### config.mk
export PLATFORM = sky130hd
export DESIGN_NAME = useq_ctrl
export DESIGN_NICKNAME = d
export VERILOG_FILES = /design/src/rtl/useq_pkg.sv /design/src/rtl/useq_map.sv /design/src/rtl/useq_rom.sv /design/src/rtl/useq_next.sv /design/src/rtl/useq_ctrl.sv
export SDC_FILE = /design/constraint.sdc
export NUM_CORES = 1
export LEC_CHECK = 0
export BUFFER_PORTS_ARGS = -buffer_cell sky130_fd_sc_hd__buf_4
export CAP_MARGIN = 30
export CORE_MARGIN = 3
export CORE_UTILIZATION = 54
export DETAILED_ROUTE_END_ITERATION = 16
export PLACE_DENSITY = 0.79
export SLEW_MARGIN = 40
export SYNTH_ARGS = -nofsm -noshare
export SYNTH_HDL_FRONTEND = slang
export SYNTH_HIERARCHICAL = 1
export SYNTH_SLANG_ARGS = --single-unit
### constraint.sdc
create_clock -name clk -period 5.87 [get_ports clk]
set_input_delay 0.587 -clock clk [delete_from_list [all_inputs] [get_ports clk]]
set_output_delay 0.587 -clock clk [all_outputs]
set_load 0.005 [all_outputs]
### src/rtl/useq_pkg.sv
package useq_pkg;

    localparam int UA_W    = 5;
    localparam int UWORDS  = 1 << UA_W;
    localparam int GATE_N  = 12;
    localparam int OPC_W   = 4;
    localparam int LOAD_N  = 5;
    localparam int CTL_W   = GATE_N + 2 + LOAD_N;

    // sequencing modes held in each microinstruction
    typedef enum logic [1:0] {
        LC_STEP     = 2'b00,
        LC_JUMP     = 2'b01,
        LC_BRANCH   = 2'b10,
        LC_DISPATCH = 2'b11
    } lc_e;

    // condition multiplexer selector
    typedef enum logic [1:0] {
        CS_ALWAYS   = 2'b00,
        CS_ACC_ZERO = 2'b01,
        CS_ACC_NEG  = 2'b10,
        CS_HALT     = 2'b11
    } cs_e;

    typedef struct packed {
        logic              ld_acc;
        logic              ld_ir;
        logic              ld_mbr;
        logic              ld_mar;
        logic              ld_pc;
        logic              mem_rnw;
        logic              mem_en;
        logic [GATE_N-1:0] gate;
    } ctl_t;

    typedef struct packed {
        logic [UA_W-1:0] next;
        lc_e             lc;
        cs_e             cs;
        ctl_t            ctl;
    } uinst_t;

    // bus gate assignments
    localparam int G_PC_MAR   = 0;
    localparam int G_INC_PC   = 1;
    localparam int G_IRA_MAR  = 2;
    localparam int G_IRA_ACC  = 3;
    localparam int G_ACC_MBR  = 4;
    localparam int G_MEM_MBR  = 5;
    localparam int G_MBR_BUS  = 6;
    localparam int G_MBR_MEM  = 7;
    localparam int G_IRA_PC   = 8;
    localparam int G_ACC_ALU  = 9;
    localparam int G_MEM_PORT = 10;
    localparam int G_ALU_ACC  = 11;

    // routine entry points and fixed microaddresses
    localparam logic [UA_W-1:0] UA_FETCH    = 5'd0;
    localparam logic [UA_W-1:0] UA_DISPATCH = 5'd4;
    localparam logic [UA_W-1:0] UA_LDA_IMM  = 5'd5;
    localparam logic [UA_W-1:0] UA_LDA_MEM  = 5'd6;
    localparam logic [UA_W-1:0] UA_ADD_IMM  = 5'd9;
    localparam logic [UA_W-1:0] UA_ADD_MEM  = 5'd10;
    localparam logic [UA_W-1:0] UA_STORE    = 5'd13;
    localparam logic [UA_W-1:0] UA_JUMP     = 5'd16;
    localparam logic [UA_W-1:0] UA_JZERO    = 5'd17;
    localparam logic [UA_W-1:0] UA_JNEG     = 5'd19;
    localparam logic [UA_W-1:0] UA_STOP     = 5'd21;
    localparam logic [UA_W-1:0] UA_HALT     = 5'd30;
    localparam logic [UA_W-1:0] UA_RESUME   = 5'd31;

endpackage

### src/rtl/useq_map.sv
module useq_map
    import useq_pkg::*;
(
    input  logic [OPC_W-1:0] opcode,
    output logic [UA_W-1:0]  entry
);

    logic [2:0] op;
    logic       imm;

    assign op  = opcode[OPC_W-1:1];
    assign imm = opcode[0];

    always_comb begin
        unique case (op)
            3'b000:  entry = imm ? UA_LDA_IMM : UA_LDA_MEM;
            3'b001:  entry = imm ? UA_ADD_IMM : UA_ADD_MEM;
            3'b010:  entry = UA_STORE;
            3'b011:  entry = UA_JUMP;
            3'b100:  entry = UA_JZERO;
            3'b101:  entry = UA_JNEG;
            3'b110:  entry = UA_FETCH;
            3'b111:  entry = UA_STOP;
            default: entry = UA_FETCH;
        endcase
    end

endmodule

### src/rtl/useq_rom.sv
module useq_rom
    import useq_pkg::*;
(
    input  logic [UA_W-1:0] addr,
    output uinst_t          word
);

    always_comb begin
        word             = '0;
        word.ctl.mem_rnw = 1'b1;
        word.lc          = LC_JUMP;
        word.cs          = CS_ALWAYS;
        word.next        = UA_FETCH;
        case (addr)
            // fetch: MAR <- PC, divert to halt on request
            5'd0: begin
                word.ctl.gate[G_PC_MAR] = 1'b1;
                word.ctl.ld_mar         = 1'b1;
                word.lc                 = LC_BRANCH;
                word.cs                 = CS_HALT;
                word.next               = UA_HALT;
            end
            // PC <- PC + 1
            5'd1: begin
                word.ctl.gate[G_INC_PC] = 1'b1;
                word.ctl.ld_pc          = 1'b1;
                word.lc                 = LC_STEP;
            end
            // MBR <- M[MAR]
            5'd2: begin
                word.ctl.gate[G_MEM_MBR]  = 1'b1;
                word.ctl.gate[G_MEM_PORT] = 1'b1;
                word.ctl.mem_en           = 1'b1;
                word.ctl.ld_mbr           = 1'b1;
                word.lc                   = LC_STEP;
            end
            // IR <- MBR
            5'd3: begin
                word.ctl.gate[G_MBR_BUS] = 1'b1;
                word.ctl.ld_ir           = 1'b1;
                word.lc                  = LC_STEP;
            end
            // hand over to the routine for the new opcode
            5'd4: begin
                word.lc = LC_DISPATCH;
            end
            // load immediate
            5'd5: begin
                word.ctl.gate[G_IRA_ACC] = 1'b1;
                word.ctl.ld_acc          = 1'b1;
            end
            // load from memory / add from memory: MAR <- IR address
            5'd6, 5'd10, 5'd13: begin
                word.ctl.gate[G_IRA_MAR] = 1'b1;
                word.ctl.ld_mar          = 1'b1;
                word.lc                  = LC_STEP;
            end
            // operand read
            5'd7, 5'd11: begin
                word.ctl.gate[G_MEM_MBR]  = 1'b1;
                word.ctl.gate[G_MEM_PORT] = 1'b1;
                word.ctl.mem_en           = 1'b1;
                word.ctl.ld_mbr           = 1'b1;
                word.lc                   = LC_STEP;
            end
            // ACC <- MBR
            5'd8: begin
                word.ctl.gate[G_MBR_BUS] = 1'b1;
                word.ctl.ld_acc          = 1'b1;
            end
            // ACC <- ACC + IR address
            5'd9: begin
                word.ctl.gate[G_IRA_ACC] = 1'b1;
                word.ctl.gate[G_ACC_ALU] = 1'b1;
                word.ctl.gate[G_ALU_ACC] = 1'b1;
                word.ctl.ld_acc          = 1'b1;
            end
            // ACC <- ACC + MBR
            5'd12: begin
                word.ctl.gate[G_MBR_BUS] = 1'b1;
                word.ctl.gate[G_ACC_ALU] = 1'b1;
                word.ctl.gate[G_ALU_ACC] = 1'b1;
                word.ctl.ld_acc          = 1'b1;
            end
            // MBR <- ACC
            5'd14: begin
                word.ctl.gate[G_ACC_MBR] = 1'b1;
                word.ctl.ld_mbr          = 1'b1;
                word.lc                  = LC_STEP;
            end
            // M[MAR] <- MBR
            5'd15: begin
                word.ctl.gate[G_MBR_MEM]  = 1'b1;
                word.ctl.gate[G_MEM_PORT] = 1'b1;
                word.ctl.mem_en           = 1'b1;
                word.ctl.mem_rnw          = 1'b0;
            end
            // PC <- IR address
            5'd16: begin
                word.ctl.gate[G_IRA_PC] = 1'b1;
                word.ctl.ld_pc          = 1'b1;
            end
            // jump if zero
            5'd17: begin
                word.lc   = LC_BRANCH;
                word.cs   = CS_ACC_ZERO;
                word.next = UA_JUMP;
            end
            // jump if negative
            5'd19: begin
                word.lc   = LC_BRANCH;
                word.cs   = CS_ACC_NEG;
                word.next = UA_JUMP;
            end
            // stop: park here
            5'd21: begin
                word.next = UA_STOP;
            end
            // halt: wait while requested
            5'd30: begin
                word.lc   = LC_BRANCH;
                word.cs   = CS_HALT;
                word.next = UA_HALT;
            end
            default: begin
                word.lc   = LC_JUMP;
                word.next = UA_FETCH;
            end
        endcase
    end

endmodule

### src/rtl/useq_next.sv
module useq_next
    import useq_pkg::*;
(
    input  logic [UA_W-1:0] upc,
    input  lc_e             lc,
    input  cs_e             cs,
    input  logic [UA_W-1:0] next_fld,
    input  logic [UA_W-1:0] map_entry,
    input  logic            acc_zero,
    input  logic            acc_neg,
    input  logic            halt_req,
    output logic [UA_W-1:0] nxt
);

    logic            cond_hit;
    logic [UA_W-1:0] upc_inc;

    assign upc_inc = upc + 1'b1;

    always_comb begin
        unique case (cs)
            CS_ALWAYS:   cond_hit = 1'b1;
            CS_ACC_ZERO: cond_hit = acc_zero;
            CS_ACC_NEG:  cond_hit = acc_neg;
            CS_HALT:     cond_hit = halt_req;
            default:     cond_hit = 1'b0;
        endcase
    end

    always_comb begin
        unique case (lc)
            LC_STEP:     nxt = upc_inc;
            LC_JUMP:     nxt = next_fld;
            LC_BRANCH:   nxt = cond_hit ? next_fld : upc_inc;
            LC_DISPATCH: nxt = map_entry;
            default:     nxt = UA_FETCH;
        endcase
    end

endmodule

### src/rtl/useq_ctrl.sv
module useq_ctrl
    import useq_pkg::*;
(
    input  logic              clk,
    input  logic              rst_n,
    input  logic [OPC_W-1:0]  opcode,
    input  logic              acc_zero,
    input  logic              acc_neg,
    input  logic              halt_req,
    output logic [UA_W-1:0]   uaddr,
    output logic [GATE_N-1:0] gate_en,
    output logic              mem_en,
    output logic              mem_rnw,
    output logic              ld_pc,
    output logic              ld_mar,
    output logic              ld_mbr,
    output logic              ld_ir,
    output logic              ld_acc
);

    logic [UA_W-1:0] upc_q;
    uinst_t          mir_q;
    logic [UA_W-1:0] map_entry;
    logic [UA_W-1:0] nxt;
    logic [UA_W-1:0] rom_addr;
    uinst_t          rom_word;

    useq_map u_map (
        .opcode (opcode),
        .entry  (map_entry)
    );

    useq_next u_next (
        .upc       (upc_q),
        .lc        (mir_q.lc),
        .cs        (mir_q.cs),
        .next_fld  (mir_q.next),
        .map_entry (map_entry),
        .acc_zero  (acc_zero),
        .acc_neg   (acc_neg),
        .halt_req  (halt_req),
        .nxt       (nxt)
    );

    // the store is read at the address about to be taken, so the
    // microinstruction register always matches the counter
    assign rom_addr = rst_n ? nxt : UA_FETCH;

    useq_rom u_rom (
        .addr (rom_addr),
        .word (rom_word)
    );

    // state register: microprogram counter and microinstruction register
    always_ff @(posedge clk) begin
        if (!rst_n) begin
            upc_q <= UA_FETCH;
        end else begin
            upc_q <= nxt;
        end
        mir_q <= rom_word;
    end

    // outputs
    always_comb begin
        uaddr   = upc_q;
        gate_en = mir_q.ctl.gate;
        mem_en  = mir_q.ctl.mem_en;
        mem_rnw = mir_q.ctl.mem_rnw;
        ld_pc   = mir_q.ctl.ld_pc;
        ld_mar  = mir_q.ctl.ld_mar;
        ld_mbr  = mir_q.ctl.ld_mbr;
        ld_ir   = mir_q.ctl.ld_ir;
        ld_acc  = mir_q.ctl.ld_acc;
    end

endmodule

==> run_results.csv, run 1 <==
group,metric,value,unit
synthesis,async_flop_share,0,
sta,tns,0,ns
synthesis,synth_nets,180,
grt,grt_overflow,0,
synthesis,synth-seq-cells,33,
drt,initialDrtViolationCount,35,
sta,worstMarginPinSlew,0.721,ns
synthesis,yosys_warnings,6,
clocking,cts_resized,0,
final_layout,areaGrowthSynthToFinish,8.55,%
critical_path,worstPathMaxFanout,16,
synthesis,synth_area,1600,µm²
grt,grt_pass1_vias,1084,
drt,wl_per_cell,13.5,µm
drt,routed_wl,2870,µm
sta,fin_crit_sh,0.438,
place,dp_hpwl,2090,µm
critical_path,critPathKind,"reg -> reg",
synthesis,synth-edff-count,0,
place,gp_congestion,0.830,
critical_path,worstSetupStartpointType,"flop",
synthesis,avgSynthCellArea,9.38,µm²
clocking,path_clk_slew,0.09,ns
drt,drc,0,
drt,firstDrtPassIters,4,
power_and_ir_drop,power.leakage,0.770,nW
synthesis,syn_inst,170,
die,io_pins,33,
synthesis,synth_cell_types,43,
min_path,holdCritPathClass,"in -> reg",
sta,hold_viol_final,0,
final_layout,layout-drive-gt1-share,0.275,
grt,antenna_found_initial,0,
final_layout,fin_nets,193,
clocking,cts_hold_buf,0,
grt,grt_first_pass_wirelength,4840,µm
power_and_ir_drop,ir_drop,0.346,mV
sta,fin_skew,0.00935,ns
grt,grt_start_max_net_pins,23,
clocking,max-clock-path-buffers,2,
run,cap_viol_max_count,0,
synthesis,yosysSeqAreaShare,0.414,
die,die_w,60.4,µm
clocking,cts.sinks,33,
die,initial_core_util,0.574,
clocking,htreeDepth,2,
place,numPortBuffers,32,
critical_path,worst-endpoint-arrival,2.81,ns
clocking,post_cts_buffers,0,
clocking,cts_tree,"yes",
run_status,status,"finished clean",
final_layout,final_cells,213,
drt,num_vias,1138,
place,place_inst,207,
die,die_area,3640,µm²
clocking,insertion_delay,0.32,ns
die,die_y,60.4,µm
die,core-area,2780,µm²
drt,viasPerCell,5.34,
clocking,clockRootBuffer,"clkbuf_4",
grt,grt_util_all_layers,0.181,
drt,antenna_left,0,
die,num_rows,19,
sta,period_minus_slack,2.57,ns
critical_path,worstSetupStartpoint,"mir_q[22]$_DFF_P_",
sta,drv_slew,0,
synthesis,synthFlopType,"dfxtp_1",
sta,grt_setup_unrepaired,"false",
sta,fmax,389,MHz
clocking,numCtsBuffers,5,
sta,relSlewSlack,0.519,
critical_path,r2r_start,"mir_q[22]$_DFF_P_",
final_layout,antennaDiodeCount,0,
critical_path,end_kind,"flop",
sta,finalSetupViolCount,0,
min_path,hp-start,"rst_n",
critical_path,crit_required,6.11,ns
power_and_ir_drop,powerDensity,568,nW/µm²
## cell usage after synthesis, types with 2 or more instances
| cell | count | share of area |
|---|---|---|
| inv_1 | 4 | 0.0094 |
| and3_1 | 3 | 0.012 |
| nand2_1 | 12 | 0.028 |
| nand3_1 | 4 | 0.013 |
| a21oi_1 | 4 | 0.013 |
| nor3_1 | 7 | 0.022 |
| o21ai_0 | 4 | 0.013 |
| nand2b_1 | 2 | 0.0078 |
| buf_2 | 7 | 0.022 |
| and2_1 | 6 | 0.024 |
| mux2_2 | 4 | 0.028 |
| dfxtp_1 | 33 | 0.41 |
| mux2i_1 | 10 | 0.063 |
| xor2_1 | 4 | 0.022 |
| or2_1 | 2 | 0.0078 |
| buf_4 | 15 | 0.071 |
| a31oi_1 | 2 | 0.0078 |
| buf_6 | 3 | 0.021 |
| o21ai_1 | 3 | 0.0094 |
| xnor2_1 | 8 | 0.044 |
| nor2_1 | 10 | 0.024 |
| nor3b_2 | 2 | 0.016 |
## per-stage QoR
step            util  instance area (µm²)  total power [mW]  hold slack (ns)  setup WS, ns
3_5_place_dp   0.607                 1690             0.879            0.948          3.06
5_1_grt        0.623                 1730              1.07            0.792          3.11
4_1_cts        0.623                 1730             0.994            0.779          3.28
3_3_place_gp   0.607                 1690             0.865            0.936          3.09
2_1_floorplan      -                 1600             0.802            0.627          3.64
6_report       0.623                 1730             0.984            0.798          3.30
## cell families (layout without fill, tap and decap cells)
| kind of cell | count (synthesis) | count (layout) | share of synthesized area |
|---|---|---|---|
| XOR/XNOR | 12 | 12 | 0.0659 |
| buffers and inverters | 31 | 43 | 0.128 |
| adder cells (fa/ha/maj) | 2 | 2 | 0.0149 |
| flip-flops | 33 | 33 | 0.414 |
| AND/OR/NAND/NOR | 55 | 55 | 0.187 |
| AO/OA/AOI/OAI | 22 | 22 | 0.0926 |
| multiplexers | 15 | 15 | 0.0980 |
## where the power goes
group / leakage, nW / internal [mW] / total (mW) / switching, mW
logic: 0.471 / 0.245 / 0.518 / 0.273
clock network: 0.0269 / 0.0414 / 0.107 / 0.0658
registers: 0.272 / 0.309 / 0.359 / 0.0503
total: 0.770 / 0.595 / 0.984 / 0.389
## cell type report
type	count	area, µm²
flip-flops and latches	33	661
fillers	233	1050
clock buffers	5	37.5
multi-input cells	106	731
clock inverters	1	5.00
repair buffers	32	240
inverters	5	18.8
well taps	31	38.8
## flip-flops by register name, indices dropped and copies added, names as in the netlist
| signal | count |
|---|---|
| ld_acc | 1 |
| ld_ir | 1 |
| mem_rnw | 1 |
| ld_mbr | 1 |
| ld_pc | 1 |
| uaddr | 5 |
| ld_mar | 1 |
| gate_en | 12 |
| mem_en | 1 |
| mir_q | 9 |
## worst max-delay path, stage by stage, from the launching register on
cell and delay [ns]:
dfxtp_1 0.47, inv_1 0.07, a211o_1 0.34, mux2i_1 0.16
o21ai_1 0.12, and2_1 0.56, inv_2 0.17, maj3_2 0.34
a221oi_2 0.26
## per-layer routing
layer	up-vias	track usage	wire, µm
met5	-	0	0
met4	0	0.104	65
met3	9	0.0574	165
met2	35	0.270	1380
met1	513	0.232	1260
li1	581	-	-
## layout by cell type, fill, tap and decap left out, types with 5 or more instances in the layout
cell	instances
dfxtp_1	33
nor2_1	10
nor3_1	7
and2_1	6
xnor2_1	8
clkbuf_4	5
nand2_1	12
buf_4	32
mux2i_1	10
## path summary, 6_finish.rpt
check / to / slack, ns / cells after the start
setup / recovery: mir_q[21]$_DFF_P_ / 3.30 / 8
setup reg to reg: mir_q[21]$_DFF_P_ / 3.30 / 8
hold reg to reg: uaddr[2]$_DFF_P_ / 0.94 / 3
hold / removal: uaddr[2]$_DFF_P_ / 0.80 / 2
(Power assumes the default switching activity.)
==> inputs of run 2 (changes only) <==
Clock period 5.87 ns to 2.6 ns, I/O delays scaled along.
==> run 2 against run 1 <==
Via count increased by 2.6%. Power rose by 140%. Setup slack lost 3.1 ns. Cell count grew 3.3%. Combinational power increased by 140%. Sequential cell count is the same. Highest routed layer unchanged.
==> run_results.csv, run 2 (synthesis gave the netlist of run 1 again) <==
group,metric,value,unit
run_status,status,"finished clean",
clocking,path_clk_slew,0.09,ns
sta,period_minus_slack,2.36,ns
drt,routed_wl,3040,µm
sta,tns,0,ns
critical_path,worstSetupStartpointType,"flop",
clocking,clockRootBuffer,"clkbuf_4",
final_layout,final_cell_mix,"buf_4 (37), dfxtp_1 (33), nand2_1 (12)",
sta,worstMarginPinSlew,0.306,ns
clocking,max-clock-path-buffers,2,
drt,wl_met3,176,µm
die,io_pins,33,
clocking,cts_tree,"yes",
clocking,post_cts_buffers,0,
power_and_ir_drop,power.leakage,0.803,nW
grt,grt_first_pass_wirelength,4810,µm
drt,initialDrtViolationCount,38,
drt,met1_length,1300,µm
critical_path,end_kind,"flop",
sta,grt_setup_unrepaired,"false",
grt,grt_pass1_vias,1070,
drt,num_vias,1168,
power_and_ir_drop,p_int,1.40,mW
grt,grt_start_max_net_pins,17,
critical_path,worstPathMaxFanout,7,
drt,viasPerCell,5.31,
die,die_y,60.4,µm
drt,antenna_left,0,
drt,firstDrtPassIters,4,
sta,fmax,424,MHz
power_and_ir_drop,powerDensity,1300,nW/µm²
drt,top_layer,"met4",
place,numPortBuffers,32,
critical_path,r2r_slack,0.24,ns
grt,grt_overflow,0,
sta,fin_skew,0.00719,ns
place,gp_congestion,0.841,
critical_path,worst-endpoint-arrival,2.59,ns
power_and_ir_drop,clkPwrFrac,0.111,
sta,relSlewSlack,0.796,
place,dpl-instance-area,1730,µm²
clocking,insertion_delay,0.32,ns
final_layout,fillCellCount,235,
drt,dr_wl_met2,1470,µm
die,num_rows,19,
drt,drc,0,
final_layout,antennaDiodeCount,0,
run,cap_viol_max_count,0,
min_path,holdCritPathClass,"in -> reg",
drt,wl_per_cell,13.8,µm
grt,antenna_found_initial,0,
sta,finalSetupViolCount,0,
sta,drv_slew,0,
clocking,cts.sinks,33,
power_and_ir_drop,p_comb_frac,0.539,
final_layout,design_area,1780,µm²
clocking,numCtsBuffers,5,
final_layout,final_common_cell,"buf_4",
power_and_ir_drop,ir_drop,0.783,mV
sta,fin_crit_sh,0.908,
power_and_ir_drop,sequentialPowerShare,0.350,
place,dp_hpwl,2180,µm
die,die_area,3640,µm²
final_layout,layout-drive-gt1-share,0.307,
die,die_w,60.4,µm
power_and_ir_drop,p_switching,916,µW
die,initial_core_util,0.574,
final_layout,areaGrowthSynthToFinish,11.6,%
clocking,htreeDepth,2,
grt,grt_util_all_layers,0.181,
critical_path,critPathKind,"reg -> reg",
final_layout,largest_reg_flops,12,
sta,hold_viol_final,0,
final_layout,fin_nets,198,
power_and_ir_drop,power.share.switching,0.396,
die,core-area,2780,µm²
critical_path,crit_required,2.83,ns
[run 2: changes by cell type in the layout (fill, tap and decap cells not counted), sizes merged]
cell and change:
clkinv +1, buf +5, clkbuf +1
[run 2: final timing paths]
check               startpoint                end  depth (start not counted)
max          mir_q[22]$_DFF_P_  mir_q[21]$_DFF_P_                          8
min                      rst_n   uaddr[3]$_DFF_P_                          2
min reg2reg  mir_q[21]$_DFF_P_   uaddr[3]$_DFF_P_                          3
max reg2reg  mir_q[22]$_DFF_P_  mir_q[21]$_DFF_P_                          8
[run 2: per-stage QoR]
stage / util / hold slack, ns / worst slack [ns] / std cells / power [mW]
floorplan: - / 0.420 / 0.587 / 170 / 1.81
global placement: 0.621 / 0.636 / 0.306 / 212 / 2.00
global route: 0.640 / 0.306 / 0.0533 / 220 / 2.51
CTS: 0.639 / 0.294 / 0.165 / 220 / 2.31
finish: 0.640 / 0.297 / 0.240 / 220 / 2.31
detailed placement: 0.621 / 0.634 / 0.201 / 212 / 2.04
[run 2: worst max-delay path: stages (launching register included)]
cell      delay, ns
dfxtp_1        0.47
inv_1          0.07
a211o_1        0.34
mux2i_1        0.18
o21ai_1        0.12
and2_1         0.32
inv_1          0.16
maj3_2         0.34
a221oi_2       0.27
[run 2: power groups by stage]
stage	clock [mW]	sequential, mW	combinational, mW
after floorplan	0	0.778	1.03
after global placement	0	0.811	1.19
after detailed placement	0	0.822	1.22
after CTS	0.270	0.813	1.23
after global routing	0.298	0.834	1.37
final	0.258	0.810	1.25
[run 2: cell type report]
class	count	area, µm²	area share
Clock buffer	6	41.3	0.0232
Tap cell	31	38.8	0.0218
Clock inverter	2	10.0	0.00562
Timing Repair Buffer	37	278	0.156
Sequential cell	33	661	0.371
Multi-Input combinational cell	106	733	0.412
Inverter	5	18.8	0.0105
[run 2: timing repair]
item	in CTS	in global routing
gates resized for setup	0	2
endpoints found under the setup margin	0	3
hold buffers	0	0
[run 2: metal layers]
metal	GRT usage	vias up
met3	0.0574	8
met5	0	-
met2	0.279	35
met4	0.117	0
li1	-	591
met1	0.217	534
==> inputs of run 3 (changes only) <==
Settings changed: BUFFER_PORTS_ARGS -buffer_cell sky130_fd_sc_hd__buf_4 to -buffer_cell sky130_fd_sc_hd__buf_2, CORE_MARGIN 3 to 2.
==> run 3 against run 2 <==
Hold slack worse by 0.010 ns. Wire length is 2.6% lower. Largest power group unchanged. Register-to-register slack better by 0.07 ns. Global-route usage is 1.9 points higher. Combinational power hardly changed. Critical path depth is 1 higher. Cell count is 0.91% higher. Non-clock buffer count is 2 higher. Count of clock-buffer cells in the layout stayed put. Largest cell class unchanged. Power is 1.0% lower. Setup slack better by 0.070 ns. Clock power is 2% higher.
==> run_results.csv, run 3 (synthesis gave the netlist of run 1 again) <==
group,metric,value,unit
sta,fmax,437,MHz
power_and_ir_drop,p_total,2.29,mW
clocking,path_clk_slew,0.09,ns
final_layout,fin_nets,200,
critical_path,worst-endpoint-arrival,2.50,ns
grt,grt_start_max_net_pins,14,
final_layout,final_cell_mix,"dfxtp_1 (33), buf_2 (32), nand2_1 (12)",
critical_path,worstSetupStartpointType,"flop",
critical_path,cpPeakStageDelay,0.35,ns
sta,fin_crit_sh,0.881,
run_status,status,"finished clean",
final_layout,design_area,1720,µm²
critical_path,end_kind,"flop",
drt,initialDrtViolationCount,41,
critical_path,worstSetupStartpoint,"mir_q[20]$_DFF_P_",
clocking,numCtsBuffers,5,
grt,gr-usage-met2,0.345,
drt,viasPerCell,5.33,
place,place_ws,0.322,ns
critical_path,r2r_start,"mir_q[20]$_DFF_P_",
critical_path,critical-path-slowest-cell,"dfxtp_1",
grt,grt_util_all_layers,0.200,
sta,finalSetupViolCount,0,
die,io_pins,33,
critical_path,crit_path_cell_trace,"mux2i_1 > a211o_1 > mux2i_1 > mux2i_1 > and2_1 > buf_4 > and3_1 > o21ai_0 > nand2_1",
critical_path,crit_buf_inv,1,
sta,worstMarginPinSlew,0.386,ns
die,core-area,2780,µm²
clocking,htreeDepth,2,
critical_path,cp_top_family,"simple AND/OR/NAND/NOR gates",
clocking,max-clock-path-buffers,2,
grt,grt-busiest-layer,"met2",
min_path,hp-start,"rst_n",
sta,hold_viol_final,0,
power_and_ir_drop,powerDensity,1330,nW/µm²
critical_path,cp_common_cell,"mux2i_1",
clocking,cts.sinks,33,
critical_path,crit_required,2.81,ns
critical_path,worstPathMaxFanout,11,
drt,antenna_left,0,
sta,period_minus_slack,2.29,ns
drt,drc,0,
final_layout,largest_reg_flops,12,
sta,relSlewSlack,0.743,
clocking,insertion_delay,0.32,ns
sta,setup_slack,0.310,ns
final_layout,fin_util,0.618,
place,gp_congestion,0.877,
sta,grt_setup_unrepaired,"false",
sta,tns,0,ns
die,die_area,3400,µm²
place,dpl-instance-area,1660,µm²
place,dp_hpwl,2130,µm
grt,met1_usage,0.232,
drt,routed_wl,2960,µm
clocking,cts_tree,"yes",
final_layout,areaGrowthSynthToFinish,7.69,%
final_layout,antennaDiodeCount,0,
place,place_inst,214,
final_layout,final_cells,222,
grt,grt_pass1_vias,1167,
place,numPortBuffers,32,
power_and_ir_drop,power.leakage,0.801,nW
die,initial_core_util,0.574,
drt,wl_per_cell,13.3,µm
clocking,cts_hold_buf,0,
sta,hold_ws,0.287,ns
grt,grt.met3_usage,0.0505,
final_layout,layout-drive-gt1-share,0.309,
power_and_ir_drop,ir_drop,0.766,mV
min_path,holdCritPathClass,"in -> reg",
clocking,clockRootBuffer,"clkbuf_4",
grt,antenna_found_initial,0,
drt,firstDrtPassIters,4,
clocking,post_cts_buffers,0,
final_layout,final_common_cell,"dfxtp_1",
sta,fin_skew,0.00184,ns
run,cap_viol_max_count,0,
grt,grt_overflow,0,
grt,grt_first_pass_wirelength,5160,µm
drt,num_vias,1184,
critical_path,critPathKind,"reg -> reg",
die,num_rows,19,
die,die_y,58.4,µm
die,die_w,58.4,µm
sta,drv_slew,0,
-- run 3: worst paths after layout --
| check | depth (start not counted) | slack (ns) | end |
|---|---|---|---|
| worst min-delay path | 2 | 0.29 | uaddr[3]$_DFF_P_ |
| worst max register to register | 9 | 0.31 | mir_q[20]$_DFF_P_ |
| worst max-delay path | 9 | 0.31 | mir_q[20]$_DFF_P_ |
| worst min register to register | 3 | 0.77 | uaddr[3]$_DFF_P_ |
-- run 3: per-layer routing --
metal,routed length (µm),vias up
li1,-,598
met1,1300,546
met2,1470,35
met3,138,5
met4,42,0
met5,0,-
-- run 3: report_power, final --
group / leakage [nW] / total, mW / internal, mW / switching, mW
clock network: 0.0320 / 0.262 / 0.103 / 0.159
logic: 0.498 / 1.24 / 0.565 / 0.676
registers: 0.272 / 0.788 / 0.696 / 0.0928
total: 0.801 / 2.29 / 1.36 / 0.928
-- run 3: area by class of cell --
| cell class | instances | area, µm² |
|---|---|---|
| well taps | 31 | 38.8 |
| clock inverters | 2 | 10.0 |
| multi-input cells | 106 | 736 |
| repair buffers | 39 | 213 |
| clock buffers | 6 | 41.3 |
| flip-flops and latches | 33 | 661 |
| inverters | 5 | 18.8 |
| fillers | 254 | 1060 |
-- run 3: timing repair --
item                                    CTS  global route
endpoints found under the hold margin     0             0
endpoints found under the setup margin    0             3
gates resized for setup                   0             1
